### src/rtl/fbq_pkg.sv
package fbq_pkg;
  localparam int NBUF = 2;
  typedef logic [7:0] byte_t;
endpackage

### src/rtl/fbq_store.sv
module fbq_store
  import fbq_pkg::*;
#(
  parameter int LINE_BYTES = 16,
  localparam int IDX_W = $clog2(NBUF)
) (
  input  logic                                 clk,
  input  logic                                 wr_en_i,
  input  logic [IDX_W-1:0]                     wr_idx_i,
  input  logic [LINE_BYTES*8-1:0]              wr_line_i,
  output logic [NBUF-1:0][LINE_BYTES-1:0][7:0] lines_o
);
  for (genvar g = 0; g < NBUF; g++) begin : g_buf
    logic [LINE_BYTES-1:0][7:0] line_q;
    logic                       line_en;
    assign line_en = wr_en_i && (wr_idx_i == IDX_W'(g));
    always_ff @(posedge clk) begin
      if (line_en) line_q <= wr_line_i;
    end
    assign lines_o[g] = line_q;
  end
endmodule

### src/rtl/fbq_ctrl.sv
module fbq_ctrl
  import fbq_pkg::*;
#(
  parameter int ADDR_W     = 32,
  parameter int LINE_BYTES = 16,
  parameter int CONS_W     = 2,
  parameter logic [ADDR_W-1:0] BOOT_ADDR = '0,
  localparam int OFF_W = $clog2(LINE_BYTES),
  localparam int SUM_W = OFF_W + 1,
  localparam int IDX_W = $clog2(NBUF),
  localparam int CNT_W = $clog2(NBUF + 1)
) (
  input  logic              clk,
  input  logic              rst_n,
  input  logic              flush_i,
  input  logic [ADDR_W-1:0] flush_addr_i,
  input  logic [CONS_W-1:0] consume_i,
  input  logic              rvalid_i,
  output logic              req_o,
  output logic [ADDR_W-1:0] addr_o,
  output logic              wr_en_o,
  output logic [IDX_W-1:0]  wr_idx_o,
  output logic [IDX_W-1:0]  head_o,
  output logic [CNT_W-1:0]  fill_o,
  output logic [OFF_W-1:0]  off_o
);
  logic [IDX_W-1:0]  head_q, head_d;
  logic [CNT_W-1:0]  fill_q, fill_d;
  logic [OFF_W-1:0]  off_q, off_d;
  logic              pend_q, pend_d;
  logic              drop_q, drop_d;
  logic [ADDR_W-1:0] fetch_q, fetch_d;
  logic              fetch_en, ptr_en;
  logic              req, accept, pop;
  logic [SUM_W-1:0]  sum;

  always_comb begin
    req      = !pend_q && (fill_q < CNT_W'(NBUF)) && !flush_i;
    accept   = rvalid_i && pend_q && !drop_q && !flush_i;
    sum      = {1'b0, off_q} + SUM_W'(consume_i);
    pop      = !flush_i && (sum >= SUM_W'(LINE_BYTES));
    ptr_en   = flush_i || (consume_i != '0) || accept;
    fetch_en = flush_i || req;

    head_d = pop ? head_q + IDX_W'(1) : head_q;
    fill_d = fill_q + CNT_W'(accept) - CNT_W'(pop);
    off_d  = pop ? OFF_W'(sum - SUM_W'(LINE_BYTES)) : sum[OFF_W-1:0];
    if (flush_i) begin
      head_d = '0;
      fill_d = '0;
      off_d  = flush_addr_i[OFF_W-1:0];
    end

    pend_d = req ? 1'b1 : (rvalid_i ? 1'b0 : pend_q);
    drop_d = rvalid_i ? 1'b0 : ((flush_i && pend_q) ? 1'b1 : drop_q);

    fetch_d = flush_i ? {flush_addr_i[ADDR_W-1:OFF_W], {OFF_W{1'b0}}}
                      : fetch_q + ADDR_W'(LINE_BYTES);
  end

  always_ff @(posedge clk or negedge rst_n) begin
    if (!rst_n) begin
      head_q  <= '0;
      fill_q  <= '0;
      off_q   <= BOOT_ADDR[OFF_W-1:0];
      pend_q  <= 1'b0;
      drop_q  <= 1'b0;
      fetch_q <= {BOOT_ADDR[ADDR_W-1:OFF_W], {OFF_W{1'b0}}};
    end else begin
      if (ptr_en) begin
        head_q <= head_d;
        fill_q <= fill_d;
        off_q  <= off_d;
      end
      pend_q <= pend_d;
      drop_q <= drop_d;
      if (fetch_en) fetch_q <= fetch_d;
    end
  end

  assign req_o    = req;
  assign addr_o   = fetch_q;
  assign wr_en_o  = accept;
  assign wr_idx_o = head_q + IDX_W'(fill_q);
  assign head_o   = head_q;
  assign fill_o   = fill_q;
  assign off_o    = off_q;

  p_req_aligned_r2: assert property (@(posedge clk) disable iff (!rst_n)
    req_o |-> (addr_o[OFF_W-1:0] == '0));

  p_single_outstanding_r2: assert property (@(posedge clk) disable iff (!rst_n)
    req_o |=> !req_o);

  p_fill_bound_r6: assert property (@(posedge clk) disable iff (!rst_n)
    (fill_o == CNT_W'(NBUF)) |-> !req_o);

  p_stale_kept_out_r8: assert property (@(posedge clk) disable iff (!rst_n)
    (drop_q && rvalid_i) |-> !wr_en_o);
endmodule

### src/rtl/fbq_window.sv
module fbq_window
  import fbq_pkg::*;
#(
  parameter int LINE_BYTES = 16,
  parameter int WIN_BYTES  = 3,
  localparam int OFF_W = $clog2(LINE_BYTES),
  localparam int SUM_W = OFF_W + 1,
  localparam int IDX_W = $clog2(NBUF),
  localparam int CNT_W = $clog2(NBUF + 1)
) (
  input  logic [NBUF-1:0][LINE_BYTES-1:0][7:0] lines_i,
  input  logic [IDX_W-1:0]                     head_i,
  input  logic [CNT_W-1:0]                     fill_i,
  input  logic [OFF_W-1:0]                     off_i,
  output logic [WIN_BYTES*8-1:0]               data_o,
  output logic [WIN_BYTES-1:0]                 valid_o
);
  for (genvar k = 0; k < WIN_BYTES; k++) begin : g_slot
    logic [SUM_W-1:0] pos;
    logic             nxt;
    logic [IDX_W-1:0] bsel;
    logic [OFF_W-1:0] bidx;
    always_comb begin
      pos  = {1'b0, off_i} + SUM_W'(k);
      nxt  = pos >= SUM_W'(LINE_BYTES);
      bsel = head_i + IDX_W'(nxt);
      bidx = nxt ? OFF_W'(pos - SUM_W'(LINE_BYTES)) : pos[OFF_W-1:0];
    end
    assign valid_o[k]       = fill_i > CNT_W'(nxt);
    assign data_o[8*k +: 8] = lines_i[bsel][bidx];
  end
endmodule

### src/rtl/fetch_byte_queue.sv
module fetch_byte_queue
  import fbq_pkg::*;
#(
  parameter int ADDR_W     = 32,
  parameter int LINE_BYTES = 16,
  parameter int WIN_BYTES  = 3,
  parameter logic [ADDR_W-1:0] BOOT_ADDR = '0
) (
  input  logic                              clk,
  input  logic                              rst_n,
  input  logic                              flush_i,
  input  logic [ADDR_W-1:0]                 flush_addr_i,
  input  logic [$clog2(WIN_BYTES+1)-1:0]    consume_i,
  output logic                              mem_req_o,
  output logic [ADDR_W-1:0]                 mem_addr_o,
  input  logic                              mem_rvalid_i,
  input  logic [LINE_BYTES*8-1:0]           mem_rdata_i,
  output logic [WIN_BYTES*8-1:0]            win_data_o,
  output logic [WIN_BYTES-1:0]              win_valid_o
);
  localparam int CONS_W = $clog2(WIN_BYTES + 1);
  localparam int OFF_W  = $clog2(LINE_BYTES);
  localparam int IDX_W  = $clog2(NBUF);
  localparam int CNT_W  = $clog2(NBUF + 1);

  logic                                 wr_en;
  logic [IDX_W-1:0]                     wr_idx, head;
  logic [CNT_W-1:0]                     fill;
  logic [OFF_W-1:0]                     off;
  logic [NBUF-1:0][LINE_BYTES-1:0][7:0] lines;

  fbq_ctrl #(
    .ADDR_W(ADDR_W), .LINE_BYTES(LINE_BYTES), .CONS_W(CONS_W), .BOOT_ADDR(BOOT_ADDR)
  ) u_ctrl (
    .clk(clk), .rst_n(rst_n), .flush_i(flush_i), .flush_addr_i(flush_addr_i),
    .consume_i(consume_i), .rvalid_i(mem_rvalid_i), .req_o(mem_req_o),
    .addr_o(mem_addr_o), .wr_en_o(wr_en), .wr_idx_o(wr_idx), .head_o(head),
    .fill_o(fill), .off_o(off)
  );

  fbq_store #(.LINE_BYTES(LINE_BYTES)) u_store (
    .clk(clk), .wr_en_i(wr_en), .wr_idx_i(wr_idx), .wr_line_i(mem_rdata_i),
    .lines_o(lines)
  );

  fbq_window #(.LINE_BYTES(LINE_BYTES), .WIN_BYTES(WIN_BYTES)) u_win (
    .lines_i(lines), .head_i(head), .fill_i(fill), .off_i(off),
    .data_o(win_data_o), .valid_o(win_valid_o)
  );

  p_consume_within_valid_r3: assert property (@(posedge clk) disable iff (!rst_n)
    int'(consume_i) <= $countones(win_valid_o));

  p_valid_contig_r3: assert property (@(posedge clk) disable iff (!rst_n)
    (win_valid_o & (win_valid_o + WIN_BYTES'(1))) == '0);

  p_flush_empties_r7: assert property (@(posedge clk) disable iff (!rst_n)
    flush_i |=> (win_valid_o == '0));

  p_hold_r9: assert property (@(posedge clk) disable iff (!rst_n)
    (!flush_i && !mem_rvalid_i && consume_i == '0) |=>
      ($stable(win_valid_o) && $stable(win_data_o)));
endmodule

### config.mk
export PLATFORM = sky130hd
export DESIGN_NAME = fetch_byte_queue
export DESIGN_NICKNAME = d
export VERILOG_FILES = /design/src/rtl/fbq_pkg.sv /design/src/rtl/fbq_store.sv /design/src/rtl/fbq_ctrl.sv /design/src/rtl/fbq_window.sv /design/src/rtl/fetch_byte_queue.sv
export SDC_FILE = /design/constraint.sdc
export NUM_CORES = 1
export LEC_CHECK = 0
export CORE_ASPECT_RATIO = 0.7
export CORE_MARGIN = 2
export CORE_UTILIZATION = 35
export CTS_BUF_LIST = sky130_fd_sc_hd__clkbuf_16
export DETAILED_ROUTE_END_ITERATION = 8
export GPL_TIMING_DRIVEN = 1
export PLACE_DENSITY = 0.62
export SETUP_SLACK_MARGIN = 0.5
export SLEW_MARGIN = 30
export SYNTH_ARGS = -nofsm -noshare
export SYNTH_HDL_FRONTEND = slang
export SYNTH_SLANG_ARGS = --single-unit
export TNS_END_PERCENT = 10
### constraint.sdc
create_clock -name clk -period 19.2 [get_ports clk]
set_clock_uncertainty 0.05 [all_clocks]
set_input_delay 3.84 -clock clk [delete_from_list [all_inputs] [get_ports clk]]
set_output_delay 3.84 -clock clk [all_outputs]
set_load 0.05 [all_outputs]
==> run_results.csv <==
group,metric,value,unit
run_status,outcome,"complete, no violations",
synthesis,synth.distinct_cells,71,
critical_path,cp-end-kind,"primary output",
route,antenna_left,0,
job,cap_violations,0,
synthesis,synth_top_family_by_area,"multiplexers",
grt,overflow,0,
clock_tree,holdBufCountCts,0,
critical_path,critPathLaunchType,"input pin",
clock_tree,cts_buffers,30,
critical_path,critPathRequiredTime,15.31,ns
synthesis,synth_top_area_cell,"edfxtp_1",
timing,rsz0062_at_grt,"false",
route,drt_iter0_drc,1894,
pwr,finalPower,0.00231,W
floorplan,dieArea,50900,sq um
route,firstDrtPassIters,7,
synthesis,synth_simple_gate_area_frac,0.116,
synthesis,syn-cell-area,17200,sq um
floorplan,io_pins,226,
synthesis,synth-async-reset-ratio,0.126,
final_layout,fillers,4431,
critical_path,rr_endpoint,"u_store.lines_o[234]",
timing,fmax,107,MHz
synthesis,synth_edf_count,256,
synthesis,synth_top_area_frac,0.447,
hold_path,holdPathStages,2,
pwr,power.leakage,6.79,nW
synthesis,synthesis.instances,1476,
clock_tree,ctsHtreeMaxLevel,1,
route,routedWlPerCell,25.0,um
synthesis,synth_area_leaders,"edfxtp_1 (45%), mux2i_1 (8.9%), mux4_2 (6.9%), dfrtp_1 (5.4%), nand2_1 (3.8%)",
synthesis,synth_ff_type,"edfxtp_1",
clock_tree,ctsResizeCount,0,
timing,setup_violations,0,
timing,hold_violations,0,
clock_tree,clk_pin_slew,0.06,ns
placed_design,port_buffers,221,
synthesis,synth_compound_area_frac,0.135,
placed_design,place_congestion,0.972,
floorplan,die_x,269,um
final_layout,drive_gt1_frac,0.103,
timing,tns,0,ns
route,avgViaCountPerCell,5.91,
synthesis,syn_avg_cell_area,11.6,sq um
clock_tree,cts_buffer_depth,3,
grt,grt_max_degree,119,
pwr,irDropWorstVdd,0.0000996,V
synthesis,synth_fa_ha_area_frac,0.00772,
route,wl,58000,um
hold_path,hp-start,"u_ctrl.drop_q",
placed_design,place_hpwl,40700,um
critical_path,crit_arrival,5.46,ns
critical_path,r2r_start,"u_ctrl.head_o",
grt,grt_util_all_layers,0.222,
final_layout,fin_nets,1815,
grt,grt_pass1_wl,83800,um
clock_tree,cts-root-buf,"clkbuf_16",
synthesis,synth-seq-cells,293,
floorplan,rows,67,
synthesis,yosysWarnings,0,
route,vias,13710,
critical_path,ff2ff_path_depth,6,
pwr,p_per_area,111,nW/um^2
grt,grt_pass1_vias,12590,
grt,antenna_found_initial,0,
floorplan,start_util,0.357,
hold_path,holdCritPathClass,"reg -> reg",
final_layout,area_delta_synth_final,20.9,%
timing,slew_headroom,0.310,
clock_tree,cts_sinks,293,
floorplan,die_h,189,um
clock_tree,cts_tree,"done",
synthesis,yosys-mux-area-fraction,0.171,
timing,tightest_slew,1.03,ns
timing,post-route-period-util,0.487,
synthesis,yosys.area_share.xor_xnor,0.0242,
critical_path,r2r_slack,14.54,ns
timing,slew_viol_final,0,
floorplan,core-area,48200,sq um
timing,post-route-min-period,9.35,ns
hold_path,holdPathEnd,"u_ctrl.drop_q",
clock_tree,worstSkewPairLatency,0.57,ns
clock_tree,post-cts-setup-buffers,0,
critical_path,worstSetupPathType,"in -> out",
synthesis,synth_seq_area_share,0.501,
route,drc,0,
critical_path,path_max_fanout,71,
==> per-stage QoR <==
step / util / hold WS (ns) / setup WS (ns) / instances / area (sq um)
detailed placement: 0.410 / 0.435 / 9.85 / 2262 / 19800
finish: 0.431 / 0.448 / 9.85 / 2318 / 20800
global route: 0.431 / 0.510 / 9.74 / 2317 / 20800
global placement: 0.410 / 0.428 / 9.83 / 2262 / 19800
floorplan: - / 0.405 / 8.21 / 1479 / 17200
CTS: 0.431 / 0.452 / 9.85 / 2317 / 20800
==> kinds of logic (layout without fill, tap and decap cells) <==
| family | count (synthesis) | in the layout |
|---|---|---|
| and+or+nand+nor | 416 | 416 |
| AOI/OAI and AO/OA | 356 | 356 |
| DFF | 293 | 293 |
| muxes | 225 | 225 |
| buffers and inverters | 136 | 319 |
| xor gates and xnor gates | 39 | 39 |
| adders and majority gates | 10 | 10 |
| other | 1 | 5 |
==> routing by layer <==
| metal | part of all wire | wire [um] | up-vias | track usage |
|---|---|---|---|---|
| met5 | 0 | 0 | - | 0 |
| met4 | 0.027 | 1550 | 0 | 0.0519 |
| met3 | 0.11 | 6650 | 89 | 0.0567 |
| met2 | 0.41 | 24000 | 813 | 0.313 |
| met1 | 0.44 | 25700 | 6750 | 0.337 |
| li1 | - | - | 6058 | - |
==> how the worst max path moves through the flow <==
stage | from | end | slack [ns] | cells after the start
3_5_place_dp | flush_i | mem_req_o | 9.85 | 4
4_1_cts | flush_i | mem_req_o | 9.85 | 4
2_1_floorplan | flush_i | u_store.lines_o[128] | 8.21 | 3
6_report | flush_i | mem_req_o | 9.85 | 4
3_3_place_gp | flush_i | mem_req_o | 9.83 | 4
5_1_grt | flush_i | mem_req_o | 9.74 | 4
==> cell usage after synthesis, types with 14 or more instances <==
cell,instances
mux4_2,53
edfxtp_1,256
o21ai_0,97
dfrtp_1,37
buf_6,16
xor2_1,17
a21oi_1,77
xnor2_1,18
nor3_1,35
nor2_1,57
a31oi_1,25
mux2i_1,152
a211oi_1,17
a221oi_1,37
nand2_1,172
clkbuf_1,47
nand4_1,14
nand3_1,55
buf_2,27
buf_4,21
nor2b_1,21
mux2_2,19
==> worst max-delay path, stage by stage <==
cell,delay [ns]
buf_2,0.10
buf_4,0.31
nor3_1,0.33
clkdlybuf4s50_1,0.86
==> sequential cells by signal, summed over array words and instances (netlist names) <==
signal / flops
u_ctrl.pend_q: 1
u_ctrl.head_o: 1
u_store.lines_o: 256
u_ctrl.fill_o: 2
u_ctrl.off_o: 4
u_ctrl.drop_q: 1
u_ctrl.addr_o: 28
==> placed cells by master (no fill, tap or decap), drive strengths merged, types with 19 or more instances in the layout <==
cell type | Yosys | final
inv | 15 | 19
xnor2 | 21 | 21
nand3 | 57 | 57
edfxtp | 256 | 256
nand2 | 172 | 172
a31oi | 25 | 25
dfrtp | 37 | 37
o21ai | 103 | 103
nor3 | 35 | 35
mux2 | 20 | 20
a221oi | 37 | 37
clkdlybuf4s50 | 0 | 219
nor2b | 21 | 21
buf | 73 | 30
mux4 | 53 | 53
a21oi | 77 | 77
nor2 | 57 | 57
mux2i | 152 | 152
clkbuf | 48 | 30
==> report_power, final <==
| part | internal (W) | switching [W] | leakage [nW] |
|---|---|---|---|
| sequential | 0.000730 | 0.0000295 | 2.77 |
| combinational | 0.000327 | 0.000631 | 3.52 |
| clock | 0.000338 | 0.000259 | 0.499 |
| total | 0.00139 | 0.000920 | 6.79 |
==> final cells by class <==
cell class,count,area (sq um),share of cell area
well taps,655,820,0.0394
clock buffers,30,751,0.0361
multi-input cells,1050,7870,0.378
repair buffers,249,2430,0.117
clock inverters,25,235,0.0113
inverters,15,56.3,0.00271
diodes,1,2.50,0.000120
flip-flops and latches,293,8620,0.415
No activity file was read; power rests on OpenSTA's default activity.
